===== config.mk =====
export PLATFORM = sky130hd
export DESIGN_NAME = crp_target
export DESIGN_NICKNAME = d
export VERILOG_FILES = /design/src/rtl/crp_pkg.sv /design/src/rtl/crp_strobe_front.sv /design/src/rtl/crp_ack_seq.sv /design/src/rtl/crp_reg_bank.sv /design/src/rtl/crp_target.sv
export SDC_FILE = /design/constraint.sdc
export NUM_CORES = 1
export LEC_CHECK = 0
export BUFFER_PORTS_ARGS = -buffer_cell sky130_fd_sc_hd__clkbuf_2
export CORE_ASPECT_RATIO = 1.1
export CORE_UTILIZATION = 40
export DETAILED_ROUTE_END_ITERATION = 16
export PLACE_DENSITY = 0.62
export REMOVE_ABC_BUFFERS = 1
export SYNTH_ARGS = -nofsm -noshare
export SYNTH_HDL_FRONTEND = slang
export SYNTH_SLANG_ARGS = --single-unit

===== constraint.sdc =====
create_clock -name clk -period 2.4 [get_ports clk]
set_input_delay 0.72 -clock clk [delete_from_list [all_inputs] [get_ports clk]]
set_output_delay 0.72 -clock clk [all_outputs]
set_load 0.005 [all_outputs]

===== src/rtl/crp_pkg.sv =====
`timescale 1ns/1ps
package crp_pkg;
  localparam int NSTB = 4;

  typedef enum logic [1:0] {
    K_ADDR   = 2'd0,
    K_DATA   = 2'd1,
    K_COMMIT = 2'd2,
    K_FETCH  = 2'd3
  } strobe_kind_e;

  typedef enum logic [1:0] {
    S_IDLE = 2'd0,
    S_WAIT = 2'd1,
    S_HOLD = 2'd2
  } seq_state_e;
endpackage


===== src/rtl/crp_strobe_front.sv =====
`timescale 1ns/1ps
module crp_strobe_front
  import crp_pkg::*;
(
  input  logic            clk,
  input  logic            rst_n,
  input  logic [NSTB-1:0] stb_i,
  input  logic            busy_i,
  output logic            start_o,
  output strobe_kind_e    kind_o
);
  logic [NSTB-1:0] prev_q;
  logic [NSTB-1:0] rise;
  logic            single;

  always_ff @(posedge clk or negedge rst_n) begin
    if (!rst_n) prev_q <= '0;
    else        prev_q <= stb_i;
  end

  assign rise   = stb_i & ~prev_q;
  assign single = $onehot(stb_i);

  // Only a lone strobe that has just risen while idle starts a handshake.
  assign start_o = !busy_i && single && (|rise);

  always_comb begin
    kind_o = K_ADDR;
    for (int i = 0; i < NSTB; i++) begin
      if (stb_i[i]) kind_o = strobe_kind_e'(i);
    end
  end
endmodule


===== src/rtl/crp_ack_seq.sv =====
`timescale 1ns/1ps
module crp_ack_seq
  import crp_pkg::*;
#(
  parameter int ACK_LAT   = 2,
  parameter bit NEVER_ACK = 1'b0,
  localparam int CW = (ACK_LAT > 1) ? $clog2(ACK_LAT) : 1
) (
  input  logic            clk,
  input  logic            rst_n,
  input  logic [NSTB-1:0] stb_i,
  input  logic            start_i,
  input  strobe_kind_e    kind_i,
  output logic            busy_o,
  output logic            ack_o
);
  seq_state_e   state_q;
  logic [CW-1:0] cnt_q;
  strobe_kind_e kind_q;
  logic         lvl;

  assign lvl    = stb_i[kind_q];
  assign busy_o = (state_q != S_IDLE);

  always_ff @(posedge clk or negedge rst_n) begin
    if (!rst_n) begin
      state_q <= S_IDLE;
      cnt_q   <= '0;
      kind_q  <= K_ADDR;
    end else begin
      unique case (state_q)
        S_IDLE: if (start_i) begin
          state_q <= S_WAIT;
          cnt_q   <= CW'(ACK_LAT - 1);
          kind_q  <= kind_i;
        end
        S_WAIT: begin
          if (NEVER_ACK) begin
            if (!lvl) state_q <= S_IDLE;
          end else if (cnt_q == '0) begin
            state_q <= S_HOLD;
          end else begin
            cnt_q <= cnt_q - 1'b1;
          end
        end
        S_HOLD: if (!lvl) state_q <= S_IDLE;
        default: state_q <= S_IDLE;
      endcase
    end
  end

  generate
    if (NEVER_ACK) begin : g_silent
      assign ack_o = 1'b0;
    end else begin : g_ack
      assign ack_o = (state_q == S_HOLD);
    end
  endgenerate

  p_ack_release_r5: assert property (@(posedge clk) disable iff (!rst_n)
    (ack_o && !lvl) |=> !ack_o);
  p_ack_holds_r5: assert property (@(posedge clk) disable iff (!rst_n)
    (ack_o && lvl) |=> ack_o);
  p_start_from_idle_r11: assert property (@(posedge clk) disable iff (!rst_n)
    start_i |-> (state_q == S_IDLE));
  p_no_instant_ack_r6: assert property (@(posedge clk) disable iff (!rst_n)
    start_i |=> !ack_o);
endmodule


===== src/rtl/crp_reg_bank.sv =====
`timescale 1ns/1ps
module crp_reg_bank
  import crp_pkg::*;
#(
  parameter int DEPTH = 16,
  parameter int AW    = 16,
  parameter int DW    = 16,
  localparam int IW   = (DEPTH > 1) ? $clog2(DEPTH) : 1
) (
  input  logic          clk,
  input  logic          rst_n,
  input  logic          start_i,
  input  strobe_kind_e  kind_i,
  input  logic [DW-1:0] din_i,
  output logic [DW-1:0] rdata_o
);
  logic [AW-1:0] addr_q;
  logic [DW-1:0] wdata_q;
  logic [DW-1:0] mem_q [DEPTH];
  logic          hit;
  logic [IW-1:0] idx;

  assign hit = ({1'b0, addr_q} < (AW+1)'(DEPTH));
  assign idx = addr_q[IW-1:0];

  always_ff @(posedge clk or negedge rst_n) begin
    if (!rst_n) begin
      addr_q  <= '0;
      wdata_q <= '0;
      rdata_o <= '0;
      for (int i = 0; i < DEPTH; i++) mem_q[i] <= '0;
    end else if (start_i) begin
      unique case (kind_i)
        K_ADDR:   addr_q  <= din_i[AW-1:0];
        K_DATA:   wdata_q <= din_i;
        K_COMMIT: if (hit) mem_q[idx] <= wdata_q;
        K_FETCH:  rdata_o <= hit ? mem_q[idx] : '0;
        default: ;
      endcase
    end
  end

  p_addr_capture_r1: assert property (@(posedge clk) disable iff (!rst_n)
    (start_i && kind_i == K_ADDR) |=> (addr_q == $past(din_i[AW-1:0])));
  p_data_keeps_addr_r2: assert property (@(posedge clk) disable iff (!rst_n)
    (start_i && kind_i == K_DATA) |=> $stable(addr_q));
  p_rdata_hold_r4: assert property (@(posedge clk) disable iff (!rst_n)
    !(start_i && kind_i == K_FETCH) |=> $stable(rdata_o));
endmodule


===== src/rtl/crp_target.sv =====
`timescale 1ns/1ps
module crp_target
  import crp_pkg::*;
#(
  parameter int DEPTH     = 16,
  parameter int ACK_LAT   = 2,
  parameter bit NEVER_ACK = 1'b0
) (
  input  logic        clk,
  input  logic        rst_n,
  input  logic        cap_addr_i,
  input  logic        cap_data_i,
  input  logic        commit_i,
  input  logic        fetch_i,
  input  logic [15:0] din_i,
  output logic        ack_o,
  output logic [15:0] rdata_o
);
  logic [NSTB-1:0] stb;
  logic            start;
  logic            busy;
  strobe_kind_e    kind;

  assign stb = {fetch_i, commit_i, cap_data_i, cap_addr_i};

  crp_strobe_front u_front (
    .clk(clk), .rst_n(rst_n), .stb_i(stb), .busy_i(busy),
    .start_o(start), .kind_o(kind)
  );

  crp_ack_seq #(.ACK_LAT(ACK_LAT), .NEVER_ACK(NEVER_ACK)) u_seq (
    .clk(clk), .rst_n(rst_n), .stb_i(stb), .start_i(start),
    .kind_i(kind), .busy_o(busy), .ack_o(ack_o)
  );

  crp_reg_bank #(.DEPTH(DEPTH), .AW(16), .DW(16)) u_bank (
    .clk(clk), .rst_n(rst_n), .start_i(start), .kind_i(kind),
    .din_i(din_i), .rdata_o(rdata_o)
  );

  p_conflict_idle_r8: assert property (@(posedge clk) disable iff (!rst_n)
    (!busy && $countones(stb) > 1) |=> !busy);
endmodule


==> impl_metrics.json, run 1 <==
{
  "synthCells": 858,
  "reg2reg_from": "u_bank.addr_q[0]",
  "htree_levels": 2,
  "synth_top_area_share_pct": 55.6,
  "core_area_sq_um": 34500,
  "r2r-end": "u_bank.mem_q[87]",
  "worst_r2r_path_depth": 4,
  "muxShareOfSynthArea_pct": 34.2,
  "area_delta_synth_final_pct": 20.4,
  "rows": 71,
  "grt_pass1_vias": 8278,
  "yosysTopAreaCell": "dfrtp_1",
  "highest_layer": "met4",
  "cp.required_ns": 2.78,
  "die_y_um": 199,
  "avgSynthCellArea_sq_um": 16.4,
  "critPathKind": "in2reg",
  "async_reset_ff_share_pct": 100,
  "critPathSlowestCell": "fa_1",
  "setup_viol": 305,
  "fin_crit_sh_pct": 121,
  "fmax_mhz": 344,
  "cts_buffers": 34,
  "syn_area_sq_um": 14100,
  "synthFlopType": "dfrtp_1",
  "dpl.hpwl_mm": 21.0,
  "synth_edf_count": 0,
  "root_buffer": "clkbuf_16",
  "failed_checks": "negative setup slack",
  "fin_nets": 976,
  "wl_per_cell_um": 23.9,
  "diodes": 0,
  "clock_latency_ns": 0.51,
  "p_per_area_nw_per_um2": 884,
  "synth_seq_cells": 313,
  "ir_worst_vdd_mv": 0.760,
  "wl_met3_mm": 1.62,
  "first_pass_iters": 5,
  "yosysMostFrequentCell": "dfrtp_1",
  "drtIter0Drc": 383,
  "rrSetupSlack_ns": -0.34,
  "track_usage_pct": 19.6,
  "wl_met1_mm": 15.1,
  "worst_pin_slew_ns": 1.32,
  "fin_setup_tns_ns": -125.73,
  "port_buffers": 38,
  "cp-end-kind": "flop",
  "final_layout_size_suffix_gt1_share_pct": 57.7,
  "wl_mm": 33.8,
  "ioPinCount": 39,
  "status": "finished, violations left",
  "clk_pin_slew_ns": 0.06,
  "antenna_found_initial": 0,
  "drc": 0,
  "finish.utilization_pct": 49.2,
  "die_w_um": 181,
  "gp_congestion": 0.735,
  "synth-adder-area-share_pct": 0.586,
  "clockBufferDepth": 3,
  "crit_family": "adder cells",
  "setup_slack_ns": -0.508,
  "grt_overflow_total": 0,
  "cp_cell_sequence": "buf_8 > inv_6 > ha_4 > ha_4 > fa_1 > nor3_2 > nand3b_4 > buf_12 > nor4b_4 > buf_6 > nand2_8 > mux2_2",
  "synthTopCellsByCount": "313 x dfrtp_1, 243 x mux2_2, 65 x mux4_2",
  "vias": 7780,
  "fin_crit_ns": 2.91,
  "grt_start_max_net_pins": 74,
  "drv_slew": 0,
  "num-fill-cells": 2881,
  "cts_hold_buffers": 0,
  "synth_top_family_by_area": "multiplexers",
  "crit_path_max_fanout": 16,
  "rsz0062_at_grt": "yes",
  "cts_tree": "yes",
  "dr_wl_met2_mm": 16.3,
  "cp_num_buf_inv": 4,
  "yosysWarningCount": 0,
  "worstPathArrival_ns": 3.29,
  "start_util_pct": 40.9,
  "synth_compound_area_share_pct": 3.13,
  "start_kind": "input pin",
  "ant_nets": 0,
  "grt_pass1_wl_mm": 52.3,
  "hp-class": "in2async",
  "power.leakage_nw": 8.29,
  "skew_ns": 0.0149,
  "slew_headroom_pct": 11.9,
  "yosysSeqAreaShare_pct": 55.6,
  "ys_types": 37,
  "routed_via_density": 5.52,
  "critPathMaxStageDelay_ns": 0.48,
  "synthSimpleGateAreaFrac_pct": 3.87,
  "cpMostUsedCell": "ha_4",
  "synth_xor_area_share_pct": 0,
  "cts.sinks": 313,
  "synth_area_leaders": "dfrtp_1 56%, mux2_2 19%, mux4_2 10%, mux2_4 3.2%, a22oi_1 1.7%",
  "cap_violations": 0,
  "die_area_sq_um": 36000,
  "hold_viol": 0
}
-- flip-flops by register name (all words and copies together) (netlist names) --
name	flops
u_front.prev_q	4
u_seq.state_q	2
u_bank.rdata_o	16
u_seq.cnt_q	1
u_bank.mem_q	256
u_bank.wdata_q	16
u_bank.addr_q	16
u_seq.kind_q	2
-- worst register-to-register path, stage by stage (launching register included) --
cell and delay (ns):
dfrtp_4 0.63, buf_12 0.25, nor2b_1 1.02, nand2_8 0.33, mux2_2 0.39
-- power breakdown --
part	internal, mW	leakage [nW]	switching, mW
combinational	1.49	3.45	1.69
sequential	5.72	4.32	1.07
clock	2.95	0.525	2.07
-- layer usage --
metal | global-route usage, % | up-vias
met4 | 5.63 | 0
met1 | 26.9 | 4175
li1 | - | 3406
met3 | 3.53 | 48
met2 | 31.9 | 151
met5 | 0 | -
-- per-stage QoR --
step	instance area (sq um)	setup slack, ns	cells	hold slack, ns	total power, mW
CTS	16800	-0.540	1406	0.152	15.1
floorplan	13700	-2.14	795	0.424	8.23
finish	17000	-0.508	1410	0.153	15.0
global placement	15300	-1.16	1337	0.468	9.80
global route	17000	-0.569	1410	0.163	15.7
detailed placement	15300	-1.27	1337	0.475	9.84
-- cells by family after synthesis --
family                     after synthesis
buffers and inverters                   67
adders and majority gates                6
AOI/OAI and AO/OA                       57
and+or+nand+nor                         62
DFF                                    313
muxes                                  353
-- timing repair --
item	4_1_cts	5_1_grt
cloned	3	2
pin swaps	9	7
gates resized for setup	80	26
setup buffers	6	3
endpoints found under the setup margin	304	306
-- layout by cell type, fill, tap and decap left out, types with 2 or more instances in the layout --
cell,instances
nor2_2,2
dfrtp_4,2
clkbuf_8,5
nand3_4,6
nand2_1,17
buf_4,30
a21oi_1,2
buf_6,11
nor4b_4,3
clkbuf_1,10
mux2_2,240
nor2b_2,2
mux2_4,48
nor4_4,4
a22o_1,16
buf_8,4
nand2b_1,4
a22oi_1,32
nand2_4,5
nor2_4,2
clkbuf_16,35
nand2_8,11
nor2b_1,3
inv_6,3
clkinv_2,6
inv_1,2
clkbuf_2,34
o21ai_0,2
buf_12,34
a21o_1,2
mux4_2,65
ha_1,2
ha_4,3
dfrtp_1,311
-- final cells by class --
cell class	instances	area [sq um]	share of cell area, %
tap	438	548	3.23
inverter	4	25.0	0.148
multi-input combinational	482	6220	36.7
timing repair buffer	113	1260	7.43
clock buffer	50	982	5.79
clock inverter	10	85.1	0.502
sequential	313	7840	46.2
-- how the worst max path moves through the flow --
| stage | start | to | slack (ns) | depth (start not counted) |
|---|---|---|---|---|
| 2_1_floorplan | u_bank.addr_q[0] | u_bank.mem_q[176] | -2.14 | 3 |
| 3_3_place_gp | commit_i | u_bank.mem_q[126] | -1.16 | 12 |
| 3_5_place_dp | commit_i | u_bank.mem_q[235] | -1.27 | 12 |
| 4_1_cts | commit_i | u_bank.mem_q[221] | -0.54 | 12 |
| 5_1_grt | commit_i | u_bank.mem_q[90] | -0.57 | 12 |
| 6_report | commit_i | u_bank.mem_q[87] | -0.51 | 12 |
(Power assumes the default switching activity.)
==> run 2: changes to the inputs <==
--- a/config.mk
+++ b/config.mk
@@ -6,10 +6,12 @@
 export NUM_CORES = 1
 export LEC_CHECK = 0
 export BUFFER_PORTS_ARGS = -buffer_cell sky130_fd_sc_hd__clkbuf_2
+export CELL_PAD_IN_SITES_DETAIL_PLACEMENT = 1
+export CELL_PAD_IN_SITES_GLOBAL_PLACEMENT = 1
 export CORE_ASPECT_RATIO = 1.1
 export CORE_UTILIZATION = 40
 export DETAILED_ROUTE_END_ITERATION = 16
-export PLACE_DENSITY = 0.62
+export PLACE_DENSITY = 0.7
 export REMOVE_ABC_BUFFERS = 1
 export SYNTH_ARGS = -nofsm -noshare
 export SYNTH_HDL_FRONTEND = slang
==> impl_metrics.json, run 2 (synthesized netlist as in run 1, its figures left out) <==
{
  "status": "finished, violations left",
  "failed_checks": "max-capacitance violations, max-slew violations, negative setup slack",
  "vias": 8036,
  "fin_crit_sh_pct": 121,
  "port_buffers": 38,
  "setup_slack_ns": -0.501,
  "gp_congestion": 0.740,
  "fin_setup_tns_ns": -121.52,
  "rsz0062_at_grt": "yes",
  "area_delta_synth_final_pct": 22.0,
  "multi_input_area_sq_um": 6250,
  "largest-register": "u_bank.mem_q",
  "hp-class": "in2async",
  "worst_pin_slew_ns": 1.73,
  "start_util_pct": 40.9,
  "die_y_um": 199,
  "root_buffer": "clkbuf_16",
  "worstPathArrival_ns": 3.29,
  "hold_viol": 0,
  "grt_overflow_total": 0,
  "power.leakage_nw": 8.42,
  "drc": 0,
  "wl_mm": 37.1,
  "first_pass_iters": 4,
  "clockBufferDepth": 3,
  "cts.sinks": 313,
  "cts_hold_buffers": 0,
  "worst_r2r_path_depth": 3,
  "rrSetupSlack_ns": -0.50,
  "cp.required_ns": 2.79,
  "r2r-end": "u_bank.mem_q[26]",
  "core_area_sq_um": 34500,
  "drv_slew": 7,
  "slew_headroom_pct": -15.7,
  "endpoint": "u_bank.mem_q[26]",
  "crit_path_max_fanout": 16,
  "fmax_mhz": 345,
  "diodes": 0,
  "fin_crit_ns": 2.90,
  "mostFrequentLayoutCells": "311 x dfrtp_1, 236 x mux2_2, 65 x mux4_2",
  "ir_worst_vdd_mv": 0.714,
  "grt_start_max_net_pins": 69,
  "cts_buffers": 36,
  "cts_tree": "yes",
  "critPathKind": "reg2reg",
  "rows": 71,
  "num-fill-cells": 3252,
  "grt_pass1_wl_mm": 57.3,
  "grt_pass1_vias": 9076,
  "clock_latency_ns": 0.52,
  "htree_levels": 2,
  "fin_nets": 979,
  "skew_ns": 0.0220,
  "ioPinCount": 39,
  "seqCellArea_sq_um": 7840,
  "cp-end-kind": "flop",
  "reg2reg_from": "u_bank.addr_q[1]",
  "pre_cts_ws_ns": -1.23,
  "die_area_sq_um": 36000,
  "total_power_mw": 15.8,
  "track_usage_pct": 21.4,
  "clk_pin_slew_ns": 0.06,
  "wl_per_cell_um": 26.2,
  "layout_commonest_cell": "dfrtp_1",
  "start_kind": "flop",
  "dpl.hpwl_mm": 21.8,
  "routed_via_density": 5.69,
  "cap_violations": 1,
  "finish.utilization_pct": 49.8,
  "antenna_found_initial": 0,
  "drtIter0Drc": 403,
  "largest_reg_flops": 256,
  "startpoint": "u_bank.addr_q[1]",
  "setup_viol": 304,
  "p_per_area_nw_per_um2": 922,
  "final_layout_size_suffix_gt1_share_pct": 58.6,
  "holdWs_ns": 0.0925,
  "die_w_um": 181,
  "ant_nets": 0
}
run 2: critical path, stage by stage, from the launching register on:
cell and delay (ns):
dfrtp_4 0.60, nor2b_1 1.37, nand2_8 0.36, mux2_4 0.43
run 2: per-layer routing:
layer  wire, um  up-vias  global-route usage [%]
li1           -     3412                       -
met1      16200     4409                    28.4
met2      18600      153                    35.9
met3       1280       62                    2.89
met4       1030        0                    7.66
met5          0        -                       0
run 2: worst min path at each step:
stage / to / slack [ns]
3_3_place_gp: u_bank.mem_q[221] / 0.47
5_1_grt: u_bank.mem_q[74] / 0.09
6_report: u_bank.mem_q[74] / 0.09
3_5_place_dp: u_bank.mem_q[221] / 0.48
2_1_floorplan: u_bank.addr_q[0] / 0.42
4_1_cts: u_bank.mem_q[251] / 0.08
run 2: metrics by stage:
stage	cells	area [sq um]
global route	1413	17200
CTS	1404	16900
global placement	1329	15200
finish	1413	17200
detailed placement	1329	15200
floorplan	795	13700
run 2: layout make-up:
class                   count  area share, %
flip-flops and latches    313           45.6
clock buffers              52           6.36
well taps                 438           3.19
repair buffers            112           7.20
clock inverters            10           1.09
inverters                   4          0.131
multi-input cells         484           36.4
run 2: power by group:
part	internal, mW	switching (mW)
Combinational	1.47	1.75
Clock	3.70	2.16
Sequential	5.72	1.05
Total	10.9	4.96
run 2: timing repair:
item	in CTS	in global routing
gates resized for setup	70	35
pin swaps	9	9
cloned	5	5
endpoints found under the setup margin	304	306
setup buffers	8	6
==> run 3: changes to the inputs <==
--- a/config.mk
+++ b/config.mk
@@ -11,7 +11,7 @@
 export CORE_ASPECT_RATIO = 1.1
 export CORE_UTILIZATION = 40
 export DETAILED_ROUTE_END_ITERATION = 16
-export PLACE_DENSITY = 0.7
+export PLACE_DENSITY_LB_ADDON = 0.3
 export REMOVE_ABC_BUFFERS = 1
 export SYNTH_ARGS = -nofsm -noshare
 export SYNTH_HDL_FRONTEND = slang
==> impl_metrics.json, run 3 (synthesized netlist as in run 1, its figures left out) <==
{
  "grt_start_max_net_pins": 83,
  "power.leakage_nw": 8.29,
  "setup_slack_ns": -0.454,
  "failed_checks": "negative setup slack",
  "num-fill-cells": 3278,
  "critPathKind": "in2reg",
  "diodes": 0,
  "cts_hold_buffers": 0,
  "seqCellArea_sq_um": 7840,
  "worst_pin_slew_ns": 1.39,
  "final_layout_size_suffix_gt1_share_pct": 56.6,
  "die_y_um": 199,
  "track_usage_pct": 21.2,
  "rsz0062_at_grt": "yes",
  "gp_congestion": 0.757,
  "largest_reg_flops": 256,
  "fin_nets": 972,
  "skew_ns": 0.0223,
  "die_area_sq_um": 36000,
  "routed_via_density": 5.66,
  "cp-end-kind": "flop",
  "ir_worst_vdd_mv": 0.998,
  "critPathSlowestCell": "fa_1",
  "die_w_um": 181,
  "multi_input_area_sq_um": 6120,
  "port_buffers": 38,
  "area_delta_synth_final_pct": 19.6,
  "cts_buffers": 35,
  "p_per_area_nw_per_um2": 898,
  "clockBufferDepth": 3,
  "cp_cell_sequence": "buf_6 > inv_4 > ha_4 > ha_4 > fa_1 > nor3_2 > nand3b_4 > nor4b_4 > buf_6 > nand2_4 > buf_12 > mux2_2",
  "hold_viol": 0,
  "start_util_pct": 40.9,
  "largest-register": "u_bank.mem_q",
  "dpl.hpwl_mm": 22.4,
  "slew_headroom_pct": 6.89,
  "worstPathArrival_ns": 3.24,
  "grt_pass1_wl_mm": 56.7,
  "first_pass_iters": 4,
  "critPathMaxStageDelay_ns": 0.48,
  "hp-class": "in2async",
  "start_kind": "input pin",
  "total_power_mw": 15.1,
  "antenna_found_initial": 0,
  "cap_violations": 0,
  "mostFrequentLayoutCells": "311 x dfrtp_1, 240 x mux2_2, 65 x mux4_2",
  "core_area_sq_um": 34500,
  "cts.sinks": 313,
  "clk_pin_slew_ns": 0.06,
  "cp.required_ns": 2.79,
  "grt_pass1_vias": 8852,
  "crit_path_max_fanout": 9,
  "drtIter0Drc": 412,
  "wl_mm": 35.9,
  "rows": 71,
  "root_buffer": "clkbuf_16",
  "grt_overflow_total": 0,
  "vias": 7954,
  "ioPinCount": 39,
  "fin_setup_tns_ns": -109.23,
  "layout_commonest_cell": "dfrtp_1",
  "htree_levels": 2,
  "pre_cts_ws_ns": -1.25,
  "clock_latency_ns": 0.53,
  "fin_crit_ns": 2.85,
  "cts_tree": "yes",
  "ant_nets": 0,
  "drc": 0,
  "fin_crit_sh_pct": 119,
  "fmax_mhz": 350,
  "setup_viol": 305,
  "finish.utilization_pct": 48.9,
  "wl_per_cell_um": 25.6,
  "status": "finished, violations left",
  "drv_slew": 0
}
==> run 3: cell types whose count changed in the layout (fill, tap and decap cells not counted), moves of 4 or more <==
cell      delta
mux2_4      -10
clkbuf_1     +9
buf_4        -7
buf_6        +7
clkbuf_8     -7
mux2_1       +6
inv_6        -4
mux2_2       +4
nand2_8      -4
==> run 3: power breakdown <==
group	switching [mW]	internal (mW)	leakage (nW)
clock	2.10	3.16	0.544
sequential	1.06	5.72	4.32
combinational	1.66	1.43	3.43
==> run 3: critical path, delay by kind of cell <==
kind,cells,cell delay (ns)
adder cells (fa/ha/maj),3,0.83
buffers and inverters,4,0.59
AND/OR/NAND/NOR,4,0.81
multiplexers,1,0.28
==> run 3: worst paths after layout <==
kind	startpoint	to	slack (ns)	cells after the start
max in group asynchronous	rst_n	u_bank.wdata_q[13]	1.53	2
max	commit_i	u_bank.mem_q[85]	-0.45	12
min	rst_n	u_bank.mem_q[181]	0.09	1
max reg2reg	u_bank.addr_q[0]	u_bank.mem_q[150]	-0.23	4
min in group clk	cap_addr_i	u_front.prev_q[0]	0.43	2
min reg2reg	u_bank.mem_q[234]	u_bank.mem_q[234]	0.49	1
==> run 3: cell type report <==
type / count / share of cell area (%)
tap: 438 / 3.25
inverter: 4 / 0.119
clock buffer: 54 / 6.11
sequential: 313 / 46.5
timing repair buffer: 110 / 7.18
clock inverter: 6 / 0.475
multi-input combinational: 480 / 36.3
==> run 3: metrics by stage <==
step	cells	hold slack, ns	area, sq um
3_3_place_gp	1335	0.469	15300
5_1_grt	1405	0.0887	16800
6_report	1405	0.0857	16800
2_1_floorplan	795	0.424	13700
4_1_cts	1400	0.0725	16700
3_5_place_dp	1335	0.480	15300
==> run 3: what timing repair did <==
item / CTS / global route
gates resized for setup: 59 / 19
buffers inserted: 4 / 4
endpoints found under the setup margin: 305 / 304
cloned: 2 / 1
pin swaps: 19 / 5
==> run 3: routing by layer <==
| layer | up-vias | GRT usage, % | routed length [um] |
|---|---|---|---|
| li1 | 3409 | - | - |
| met1 | 4366 | 28.9 | 16000 |
| met2 | 129 | 35.3 | 17800 |
| met3 | 50 | 3.20 | 1310 |
| met4 | 0 | 6.08 | 772 |
| met5 | - | 0 | 0 |
